$ cat src/rtl/cfg_loader.sv
module cfg_loader #(
  parameter int WORD_W = 16,
  parameter int CLK_DIV = 4,
  parameter int ADDR_W = 6,
  parameter logic [5:0] ADDR = 6'd0,
  parameter logic [15:0] DEFAULT_WORD = 16'h0000
) (
  input  logic              clk,
  input  logic              rst_n,
  input  logic              mode_float,
  input  logic              mode_high,
  input  logic              ext_sclk,
  input  logic              ser_din,
  output logic              ee_sclk,
  output logic              ee_cs,
  output logic              ee_cmd,
  output logic [WORD_W-1:0] cfg_word,
  output logic              cfg_done
);
  localparam int CMD_W = 3 + ADDR_W;
  localparam int FIRST_DATA = CMD_W + 1;
  localparam int LAST_BIT = FIRST_DATA + WORD_W - 1;
  localparam int IDX_W = $clog2(LAST_BIT + 1);
  localparam int DIV_W = (CLK_DIV > 1) ? $clog2(CLK_DIV) : 1;
  localparam int CNT_W = $clog2(WORD_W);
  localparam logic [CMD_W-1:0] FRAME = {3'b110, ADDR[ADDR_W-1:0]};

  typedef enum logic [1:0] {S_INIT, S_EE, S_EXT, S_DONE} state_t;
  state_t st;

  logic [DIV_W-1:0]  div_cnt;
  logic              phase_hi;
  logic [IDX_W-1:0]  bit_idx;
  logic [CMD_W-1:0]  cmd_sh;
  logic [WORD_W-1:0] shreg, cfg_q;
  logic [CNT_W-1:0]  ext_cnt;
  logic [2:0]        sclk_sync;
  logic [1:0]        din_sync;
  logic              cs_q, sclk_q, done_q;

  wire ext_rise  = sclk_sync[1] & ~sclk_sync[2];
  wire div_wrap  = (div_cnt == DIV_W'(CLK_DIV - 1));
  wire [WORD_W-1:0] ee_next  = {ser_din, shreg[WORD_W-1:1]};
  wire [WORD_W-1:0] ext_next = {din_sync[1], shreg[WORD_W-1:1]};

  assign ee_sclk  = sclk_q;
  assign ee_cs    = cs_q;
  assign ee_cmd   = cmd_sh[CMD_W-1] & cs_q;
  assign cfg_word = cfg_q;
  assign cfg_done = done_q;

  always_ff @(posedge clk or negedge rst_n) begin
    if (!rst_n) begin
      sclk_sync <= '0;
      din_sync  <= '0;
    end else begin
      sclk_sync <= {sclk_sync[1:0], ext_sclk};
      din_sync  <= {din_sync[0], ser_din};
    end
  end

  always_ff @(posedge clk or negedge rst_n) begin
    if (!rst_n) begin
      st       <= S_INIT;
      div_cnt  <= '0;
      phase_hi <= 1'b0;
      bit_idx  <= '0;
      cmd_sh   <= '0;
      shreg    <= '0;
      cfg_q    <= '0;
      ext_cnt  <= '0;
      cs_q     <= 1'b0;
      sclk_q   <= 1'b0;
      done_q   <= 1'b0;
    end else begin
      case (st)
        S_INIT: begin
          if (mode_float) begin
            st     <= S_EE;
            cs_q   <= 1'b1;
            cmd_sh <= FRAME;
          end else if (mode_high) begin
            st <= S_EXT;
          end else begin
            cfg_q  <= DEFAULT_WORD[WORD_W-1:0];
            done_q <= 1'b1;
            st     <= S_DONE;
          end
        end
        S_EE: begin
          if (!div_wrap) begin
            div_cnt <= div_cnt + 1'b1;
          end else begin
            div_cnt <= '0;
            if (!phase_hi) begin
              phase_hi <= 1'b1;
              sclk_q   <= 1'b1;
            end else begin
              phase_hi <= 1'b0;
              sclk_q   <= 1'b0;
              cmd_sh   <= cmd_sh << 1;
              if (bit_idx >= IDX_W'(FIRST_DATA))
                shreg <= ee_next;
              if (bit_idx == IDX_W'(LAST_BIT)) begin
                cs_q   <= 1'b0;
                cfg_q  <= ee_next;
                done_q <= 1'b1;
                st     <= S_DONE;
              end else begin
                bit_idx <= bit_idx + 1'b1;
              end
            end
          end
        end
        S_EXT: begin
          if (ext_rise) begin
            shreg <= ext_next;
            if (ext_cnt == CNT_W'(WORD_W - 1)) begin
              cfg_q  <= ext_next;
              done_q <= 1'b1;
              st     <= S_DONE;
            end else begin
              ext_cnt <= ext_cnt + 1'b1;
            end
          end
        end
        default: ;
      endcase
    end
  end
endmodule

$ cat config.mk
export PLATFORM = sky130hd
export DESIGN_NAME = cfg_loader
export DESIGN_NICKNAME = d
export VERILOG_FILES = /design/src/rtl/cfg_loader.sv
export SDC_FILE = /design/constraint.sdc
export NUM_CORES = 1
export LEC_CHECK = 0
export CAP_MARGIN = 10
export CORE_ASPECT_RATIO = 0.6
export CORE_UTILIZATION = 44
export CTS_CLUSTER_SIZE = 14
export DETAILED_ROUTE_END_ITERATION = 8
export DONT_BUFFER_PORTS = 1
export SLEW_MARGIN = 30
export SYNTH_ARGS = -nofsm -noshare
export SYNTH_HDL_FRONTEND = slang
export SYNTH_SLANG_ARGS = --single-unit
$ cat constraint.sdc
create_clock -name clk -period 1.78 [get_ports clk]
set_input_delay 0.178 -clock clk [delete_from_list [all_inputs] [get_ports clk]]
set_output_delay 0.178 -clock clk [all_outputs]
set_load 0.02 [all_outputs]
* Yosys cells after proc, flatten, opt, wreduce, memory -nomap -nowiden *
Index checks and enable logic that the tools add are counted.

word-level totals
  bits in registers = 62
  bits of input ports = 6
  output and inout port bits = 20
  logic and storage cells = 87

operators by class
  add/subtract/negate cells = 3
  order comparisons = 1
  eq/ne operators = 14
  multiplexer cells = 40
  bitwise logic cells = 5
  reduce and logical (&&, ||, !) cells = 12

operator list
  operator                                             count
  two-way mux 16 bit                                   11
  one-hot mux 16 bit (3 select lines)                  1
  one-hot mux 16 bit (2 select lines)                  1
  two-way mux 9 bit                                    3
  != test 2 bit, second input constant                 9
  one-hot mux 9 bit (2 select lines)                   1
  two-way mux 2 bit                                    7
  two-way mux 1 bit                                    13
  AND reduction 5 bit                                  2
  AND reduction 4 bit                                  2
  AND reduction 8 bit                                  1
  one-hot mux 2 bit (3 select lines)                   1
  AND reduction 6 bit                                  1
  adder 5 x 1 -> 5 bit, second input constant          1
  == test 5 bit, second input constant                 1
  >= comparator 5 x 4 -> 1 bit, second input constant  1
  adder 4 x 1 -> 4 bit, second input constant          1
  == test 2 bit, second input constant                 2
  == test 4 bit, second input constant                 1
  nonzero test 2 bit                                   2
  inverter 1 bit                                       3
  one-hot mux 1 bit (3 select lines)                   1
  AND reduction 3 bit                                  1
  nonzero test 3 bit                                   1
  other kinds (6)                                      7

* Logic depth before layout (Yosys ltp) *
Gate-level depths: netlist (run 1).

  depth after elaboration = 5
  gate-level depth with buffers = 7
  mapped depth without buffers = 6

* Worst setup path before layout (run 1) *
Ideal clock, no wire load.

  path kind = reg-to-reg
  from = reg bit_idx[0]
  to = reg shreg[10]
  setup time = 0.125 ns
  data arrival time = 1.609 ns
  data required time = 1.655 ns
  setup slack = 0.045 ns
  stages on the path, launching flop included = 8
  buffers on the path = 1
  clock period less this slack = 1.735 ns
  cells stage by stage = dfrtp_1 -> inv_1 -> ha_1 -> o31ai_1 -> nand3b_1 -> o211ai_4 -> buf_6 -> mux2_4

between the ends
  longest elaborated chain between the ends = 3

RTL lines
  item                                  RTL line  source
  start: declaration                    33        logic [IDX_W-1:0] bit_idx;
  start signal: assignment              110       bit_idx <= bit_idx + 1'b1;
  >= comparator 5 x 4 -> 1 bit          102       if (bit_idx >= IDX_W'(FIRST_DATA))
  != test 2 bit (no source line)        n/a
  AND reduction 5 bit (no source line)  n/a
  end signal: assignment                103       shreg <= ee_next;
  end signal: assignment                117       shreg <= ext_next;
  end: declaration                      35        logic [WORD_W-1:0] shreg, cfg_q;

Every way passes these cells.
A chain may end at the register's enable or synchronous reset.

* Worst setup path after layout (run 1) *
  from = reg bit_idx[0]
  to = reg shreg[13]

Same word-level chain as after synthesis.

==> flow_metrics.py, run 1 <==
metrics = {
    "sta": {
        "clock_skew_ns": 0.0116,
        "hold_viol": 0,
        "setup_slack_ns": 0.0504,
        "worstMarginPinSlew_ns": 0.272,
        "period_share_pct": 97.2,
        "hold_slack_ns": 0.0659,
        "worst_slew_margin_rel_pct": 81.9,
        "grt_setup_unrepaired": "true",
        "max_freq_mhz": 578,
        "setup-violations-final": 0,
        "timing.final.max_slew_violations": 0,
        "final_period_minus_worst_setup_slack_ns": 1.73,
    },
    "synth": {
        "synth_edf_count": 0,
        "postSynthAreaPerCell_sq_um": 12.3,
        "synthesis.nets": 215,
        "synthFlopType": "sky130_fd_sc_hd__dfrtp_1",
        "postSynthCellCount": 200,
        "synth-async-reset-ratio_pct": 100,
        "synth_cell_types": 34,
        "yosysSeqAreaShare_pct": 54.8,
        "synth_area_sq_um": 2470,
        "yosys_register_bits": 54,
        "yosys_warnings": 0,
    },
    "power": {
        "vdd_ir_drop_max_v": 0.000677,
        "power.leakage_nw": 1.35,
        "power.total_mw": 5.11,
        "power.switching_mw": 1.91,
        "netSwitchingFraction_pct": 37.4,
        "internal_power_mw": 3.20,
        "power.combinational.fraction_pct": 44.7,
        "p_seq_share_pct": 41.2,
        "cellPowerDensity_nw_per_um2": 1800,
        "portion_of_total_power_attributed_to_the_clock_network_pct": 14.1,
    },
    "floorplan": {
        "std_cell_rows": 20,
        "pin_count": 26,
        "dieWidth_um": 98.7,
        "floorplan.initialDensity_pct": 47.2,
        "core_footprint_sq_um": 5230,
        "die_h_um": 60.0,
        "dieArea_sq_um": 5920,
    },
    "placed_design": {
        "dp_hpwl_mm": 2.87,
        "pre_cts_ws_ns": -0.0735,
        "gp_congestion": 0.731,
        "buffer_ports.inserted": 0,
    },
    "cells_and_area": {
        "filler_cell_count": 433,
        "utilization_after_layout_pct": 54.4,
        "areaGrowthSynthToFinish_pct": 15.3,
        "multi_input_combinational_cell_area_sq_um": 1040,
        "nets": 232,
        "layout-drive-gt1-share_pct": 23.4,
        "insertedDiodeCount": 0,
        "ff_latch_area_sq_um": 1350,
    },
    "clocking": {
        "clockRootBuffer": "sky130_fd_sc_hd__clkbuf_8",
        "path_clk_slew_ns": 0.11,
        "cts.sink_count": 54,
        "clockBufferDepth": 2,
        "insertion_delay_ns": 0.31,
        "h-tree-depth": 2,
        "clock_buffers_created_by_tritoncts": 5,
        "cts_tree": "built",
    },
    "run_status": {
        "run_status": "completed",
    },
    "setup_path": {
        "endpoint_kind": "flip-flop",
        "max_stage_delay_ns": 0.37,
        "cp-start-kind": "flip-flop",
        "timing.critical_path.arrival_ns": 1.92,
        "worst_ep_required_time_ns": 1.97,
        "critPathMaxFanout": 7,
        "path_class": "flip-flop to flip-flop",
        "cp_cell_sequence": "inv_1 > ha_2 > o31ai_2 > nand3b_1 > o211ai_4 > clkbuf_16 > mux2_4",
        "worst_path_max_delay_cell": "sky130_fd_sc_hd__dfrtp_1",
    },
    "route": {
        "firstDrtPassIters": 4,
        "drt-vias-per-instance": 5.08,
        "post-route-drc-count": 0,
        "wirelength_mm": 4.11,
        "drt_first_iter_violations": 79,
        "via_count": 1442,
        "route.antenna.remaining_nets": 0,
        "routed_wire_length_per_instance_um": 14.5,
    },
    "global_routing": {
        "grt_overflow": 0,
        "wire_length_of_the_first_global_routing_pass_mm": 6.98,
        "antenna_found_initial": 0,
        "largest_net_degree_at_the_start_of_global_routing": 55,
        "grt_usage_pct": 15.3,
        "first_global_vias": 1480,
    },
    "min_path": {
        "hp-class": "primary input to flip-flop",
    },
    "flow_run": {
        "drv.max_cap_violation_count": 0,
    },
}
state kept, by name (all words and copies together), names as in the netlist, 2 cells and up:
signal and flops:
bit_idx 5, cfg_word 16, cmd_sh 2, din_sync 2
div_cnt 2, ext_cnt 4, sclk_sync 3, shreg 15
st 2
cell families (layout without fill, tap and decap cells):
group | Yosys count | after routing | share of synthesized area [%]
buffers and inverters | 26 | 44 | 4.51
AOI/OAI and AO/OA | 19 | 19 | 6.14
muxes | 36 | 36 | 17.0
and+or+nand+nor | 48 | 48 | 10.1
xor gates and xnor gates | 8 | 8 | 2.84
adders and majority gates | 9 | 9 | 4.56
DFF | 54 | 54 | 54.8
timing repair:
item / in CTS / in global routing
cloned: 0 / 1
setup buffers: 0 / 0
endpoints found under the setup margin: 32 / 29
hold buffers: 4 / 0
hold endpoints to repair: 56 / 0
gates resized for setup: 2 / 6
pin swaps: 0 / 4
worst paths after layout:
kind | startpoint | endpoint | slack (ns) | cells after the start
worst max-delay path | bit_idx[0] | shreg[13] | 0.05 | 7
worst min-delay path | mode_float | st[0] | 0.07 | 2
worst max register to register | bit_idx[0] | shreg[13] | 0.05 | 7
worst min register to register | din_sync[0] | din_sync[1] | 0.37 | 0
max in group asynchronous | rst_n | shreg[13] | 1.15 | 2
min in group asynchronous | rst_n | div_cnt[0] | 0.38 | 2
worst max-delay path: cells and delay by family, from the launching register on:
family / cells / cell delay, ns
adder cells (fa/ha/maj): 1 / 0.18
AND/OR/NAND/NOR: 1 / 0.14
multiplexers: 1 / 0.29
buffers and inverters: 2 / 0.26
AO/OA/AOI/OAI: 2 / 0.37
flip-flops: 1 / 0.37
cells in the mapped netlist (4+ instances only):
cell,n,area (sq um)
sky130_fd_sc_hd__mux2_2,8,90.1
sky130_fd_sc_hd__dfrtp_1,54,1350
sky130_fd_sc_hd__o21ai_0,6,30.0
sky130_fd_sc_hd__nand2b_1,4,25.0
sky130_fd_sc_hd__nand2_1,23,86.3
sky130_fd_sc_hd__a21oi_1,5,25.0
sky130_fd_sc_hd__ha_1,9,113
sky130_fd_sc_hd__inv_1,20,75.1
sky130_fd_sc_hd__nand3_1,5,25.0
sky130_fd_sc_hd__xnor2_1,7,61.3
sky130_fd_sc_hd__mux2_4,10,150
sky130_fd_sc_hd__mux2i_1,18,180
power groups by stage:
stage / logic (mW) / clock network (mW) / registers [mW]
2_1_floorplan: 1.56 / 0 / 2.08
3_3_place_gp: 2.07 / 0 / 2.09
3_5_place_dp: 2.14 / 0 / 2.12
4_1_cts: 2.20 / 0.743 / 2.10
5_1_grt: 2.50 / 0.804 / 2.16
6_report: 2.28 / 0.719 / 2.11
per-stage QoR:
| stage | area (sq um) | setup TNS (ns) | instances |
|---|---|---|---|
| 4_1_cts | 2790 | 0 | 283 |
| 2_1_floorplan | 2470 | 0 | 200 |
| 3_5_place_dp | 2630 | -0.825 | 271 |
| 3_3_place_gp | 2630 | -0.00390 | 271 |
| 6_report | 2840 | 0 | 284 |
| 5_1_grt | 2840 | -0.0515 | 284 |
routing by layer:
metal	global-route usage, %	vias to the layer above	part of all wire (%)
li1	-	696	-
met1	21.0	731	51
met2	24.5	13	45
met3	4.09	2	3.1
met4	3.84	0	0.36
met5	0	-	0
cell usage in the layout (no fill, tap or decap), types with 2 or more instances in the layout:
| cell type | n |
|---|---|
| sky130_fd_sc_hd__nand4_1 | 3 |
| sky130_fd_sc_hd__inv_6 | 2 |
| sky130_fd_sc_hd__dfrtp_1 | 54 |
| sky130_fd_sc_hd__nor2_1 | 3 |
| sky130_fd_sc_hd__buf_12 | 3 |
| sky130_fd_sc_hd__ha_1 | 6 |
| sky130_fd_sc_hd__dlygate4sd3_1 | 3 |
| sky130_fd_sc_hd__nand2_1 | 23 |
| sky130_fd_sc_hd__nand3_1 | 5 |
| sky130_fd_sc_hd__mux2_2 | 8 |
| sky130_fd_sc_hd__buf_4 | 8 |
| sky130_fd_sc_hd__nor3b_1 | 2 |
| sky130_fd_sc_hd__inv_2 | 2 |
| sky130_fd_sc_hd__inv_1 | 18 |
| sky130_fd_sc_hd__a21oi_1 | 5 |
| sky130_fd_sc_hd__nand2b_1 | 4 |
| sky130_fd_sc_hd__o21a_1 | 2 |
| sky130_fd_sc_hd__mux2i_1 | 18 |
| sky130_fd_sc_hd__xnor2_1 | 7 |
| sky130_fd_sc_hd__mux2_4 | 10 |
| sky130_fd_sc_hd__and2_1 | 2 |
| sky130_fd_sc_hd__o21ai_0 | 6 |
| sky130_fd_sc_hd__ha_4 | 2 |
| sky130_fd_sc_hd__clkbuf_8 | 5 |
layout make-up:
class | count | area share [%]
Timing Repair Buffer | 16 | 7.13
Tap cell | 66 | 2.90
Sequential cell | 54 | 47.5
Clock buffer | 5 | 2.42
Multi-Input combinational cell | 120 | 36.5
Inverter | 20 | 2.64
Clock inverter | 3 | 0.924
Power figures use the tool's default switching activity.
==> run 2: changes to the inputs <==
--- a/config.mk
+++ b/config.mk
@@ -5,7 +5,6 @@
 export SDC_FILE = /design/constraint.sdc
 export NUM_CORES = 1
 export LEC_CHECK = 0
-export CAP_MARGIN = 10
 export CORE_ASPECT_RATIO = 0.6
 export CORE_UTILIZATION = 44
 export CTS_CLUSTER_SIZE = 14
==> results of run 2 <==
The final DEF is identical to that of run 1; final timing and power are the same.
==> run 3: changes to the inputs <==
--- a/config.mk
+++ b/config.mk
@@ -10,6 +10,7 @@
 export CTS_CLUSTER_SIZE = 14
 export DETAILED_ROUTE_END_ITERATION = 8
 export DONT_BUFFER_PORTS = 1
+export GPL_TIMING_DRIVEN = 0
 export SLEW_MARGIN = 30
 export SYNTH_ARGS = -nofsm -noshare
 export SYNTH_HDL_FRONTEND = slang
==> run 3 against run 2 <==
Net effect:
- the flow now finishes with violations (negative setup slack)
- clock power grew 18%
- highest routed layer unchanged
- non-clock buffer count grew 7
- clock-buffer cell count grew 1
- power grew 11%
- sequential cell count is the same
- utilization grew 2.7 points
- global-route usage grew 2.8 points
- via count grew 3.5%
- combinational power grew 16%
- sequential share of layout area shrank 2.1 points
- die area is the same
- largest cell class unchanged
- setup slack lost 0.10 ns
- critical endpoint is now shreg[4]
==> flow_metrics.py, run 3 (same netlist as run 1, synthesis figures left out) <==
metrics = {
    "global_routing": {
        "grt_overflow": 0,
        "antenna_found_initial": 0,
        "first_global_vias": 1552,
        "largest_net_degree_at_the_start_of_global_routing": 55,
        "grt_usage_pct": 18.1,
        "wire_length_of_the_first_global_routing_pass_mm": 7.87,
    },
    "route": {
        "firstDrtPassIters": 4,
        "route.antenna.remaining_nets": 0,
        "via_count": 1493,
        "drt_first_iter_violations": 45,
        "wirelength_mm": 4.84,
        "post-route-drc-count": 0,
        "drt-vias-per-instance": 5.15,
        "routed_wire_length_per_instance_um": 16.7,
    },
    "cells_and_area": {
        "insertedDiodeCount": 0,
        "nets": 239,
        "largest_reg_flops": 16,
        "areaGrowthSynthToFinish_pct": 20.9,
        "layout_commonest_cell": "sky130_fd_sc_hd__dfrtp_1",
        "final_cell_mix": "sky130_fd_sc_hd__dfrtp_1 (52), sky130_fd_sc_hd__nand2_1 (22), sky130_fd_sc_hd__inv_1 (18), sky130_fd_sc_hd__mux2i_1 (18), sky130_fd_sc_hd__mux2_4 (15)",
        "layout-drive-gt1-share_pct": 28.6,
        "utilization_after_layout_pct": 57.1,
    },
    "sta": {
        "worst_slew_margin_rel_pct": 81.5,
        "worstMarginPinSlew_ns": 0.278,
        "grt_setup_unrepaired": "true",
        "clock_skew_ns": 0.00890,
        "setup-violations-final": 15,
        "max_freq_mhz": 547,
        "period_share_pct": 103,
        "hold_viol": 0,
        "setup_slack_ns": -0.0498,
        "hold_slack_ns": 0.0756,
        "timing.final.max_slew_violations": 0,
        "final_period_minus_worst_setup_slack_ns": 1.83,
    },
    "floorplan": {
        "core_footprint_sq_um": 5230,
        "die_h_um": 60.0,
        "std_cell_rows": 20,
        "dieWidth_um": 98.7,
        "pin_count": 26,
        "floorplan.initialDensity_pct": 47.2,
        "dieArea_sq_um": 5920,
    },
    "placed_design": {
        "gp_congestion": 0.798,
        "buffer_ports.inserted": 0,
        "dp_hpwl_mm": 3.00,
    },
    "setup_path": {
        "cp_common_cell": "sky130_fd_sc_hd__buf_12",
        "path_class": "flip-flop to flip-flop",
        "cp_num_buf_inv": 3,
        "reg2reg_depth": 7,
        "cp.depth": 7,
        "cp-start-kind": "flip-flop",
        "cpLargestDelayFamily": "flip-flops",
        "timing.critical_path.arrival_ns": 2.02,
        "cp_cell_sequence": "buf_4 > o31ai_4 > nand3b_1 > o211ai_4 > buf_12 > buf_12 > mux2_4",
        "worst_ep_required_time_ns": 1.97,
        "max_stage_delay_ns": 0.45,
        "worst_path_max_delay_cell": "sky130_fd_sc_hd__dfrtp_2",
        "endpoint_kind": "flip-flop",
        "critPathMaxFanout": 5,
    },
    "run_status": {
        "violations": "negative setup slack",
        "run_status": "complete, but fails checks",
    },
    "clocking": {
        "insertion_delay_ns": 0.31,
        "h-tree-depth": 2,
        "path_clk_slew_ns": 0.09,
        "clock_buffers_created_by_tritoncts": 5,
        "cts.sink_count": 54,
        "clockBufferDepth": 2,
        "cts_tree": "built",
        "clockRootBuffer": "sky130_fd_sc_hd__clkbuf_8",
    },
    "power": {
        "cellPowerDensity_nw_per_um2": 1900,
        "vdd_ir_drop_max_v": 0.000715,
        "power.leakage_nw": 1.42,
    },
    "min_path": {
        "timing.hold.worst_path_depth": 2,
        "hp-class": "primary input to flip-flop",
    },
    "flow_run": {
        "drv.max_cap_violation_count": 0,
    },
}
## run 3: cell count changes in the layout (fill, tap and decap cells not counted), moves of 3 or more
cell,previous run,this run
sky130_fd_sc_hd__mux2_2,8,3
sky130_fd_sc_hd__mux2_4,10,15
sky130_fd_sc_hd__buf_6,0,3
sky130_fd_sc_hd__ha_2,1,4
## run 3: metrics by stage
stage	setup slack, ns	setup TNS (ns)	total power, mW	area, sq um	instances
2_1_floorplan	0.0455	0	3.64	2470	200
3_3_place_gp	-0.121	-1.61	3.90	2550	266
3_5_place_dp	-0.143	-2.02	4.02	2550	266
4_1_cts	-0.0408	-0.208	5.48	2920	288
5_1_grt	-0.102	-1.69	5.98	2980	290
6_report	-0.0498	-0.536	5.66	2980	290
## run 3: layout make-up
class / instances / area, sq um
Fill cell: 417 / 2250
Clock inverter: 1 / 30.0
Buffer: 5 / 67.6
Tap cell: 66 / 82.6
Sequential cell: 54 / 1350
Multi-Input combinational cell: 120 / 1070
Clock buffer: 6 / 82.6
Inverter: 20 / 75.1
Timing Repair Buffer: 18 / 224
## run 3: power breakdown
part / switching [mW] / total (mW) / leakage (nW) / internal (mW)
Combinational: 1.12 / 2.64 / 0.690 / 1.52
Sequential: 0.520 / 2.17 / 0.674 / 1.65
Clock: 0.400 / 0.851 / 0.0573 / 0.451
## run 3: path summary, 6_finish.rpt
| path | to | slack [ns] | from |
|---|---|---|---|
| worst max-delay path | shreg[4] | -0.05 | bit_idx[1] |
| worst min-delay path | st[1] | 0.08 | mode_float |
| worst max register to register | shreg[4] | -0.05 | bit_idx[1] |
| worst min register to register | sclk_sync[1] | 0.36 | sclk_sync[0] |
| max in group asynchronous | ee_sclk | 1.12 | rst_n |
| min in group asynchronous | cfg_word[11] | 0.41 | rst_n |
## run 3: repair_timing
| item | CTS | global route |
|---|---|---|
| pin swaps | 3 | 3 |
| setup buffers | 11 | 2 |
| gates cloned | 1 | 0 |
| gates resized for setup | 20 | 13 |
| hold endpoints to repair | 56 | 0 |
| endpoints found under the setup margin | 26 | 35 |
| hold buffers | 4 | 0 |
## run 3: routing by layer
layer | share of wire, % | vias up | track usage (%)
met5 | 0 | - | 0
met4 | 1.3 | 0 | 5.76
met3 | 3.3 | 10 | 4.09
met2 | 50 | 30 | 31.7
met1 | 45 | 740 | 23.0
li1 | - | 713 | -
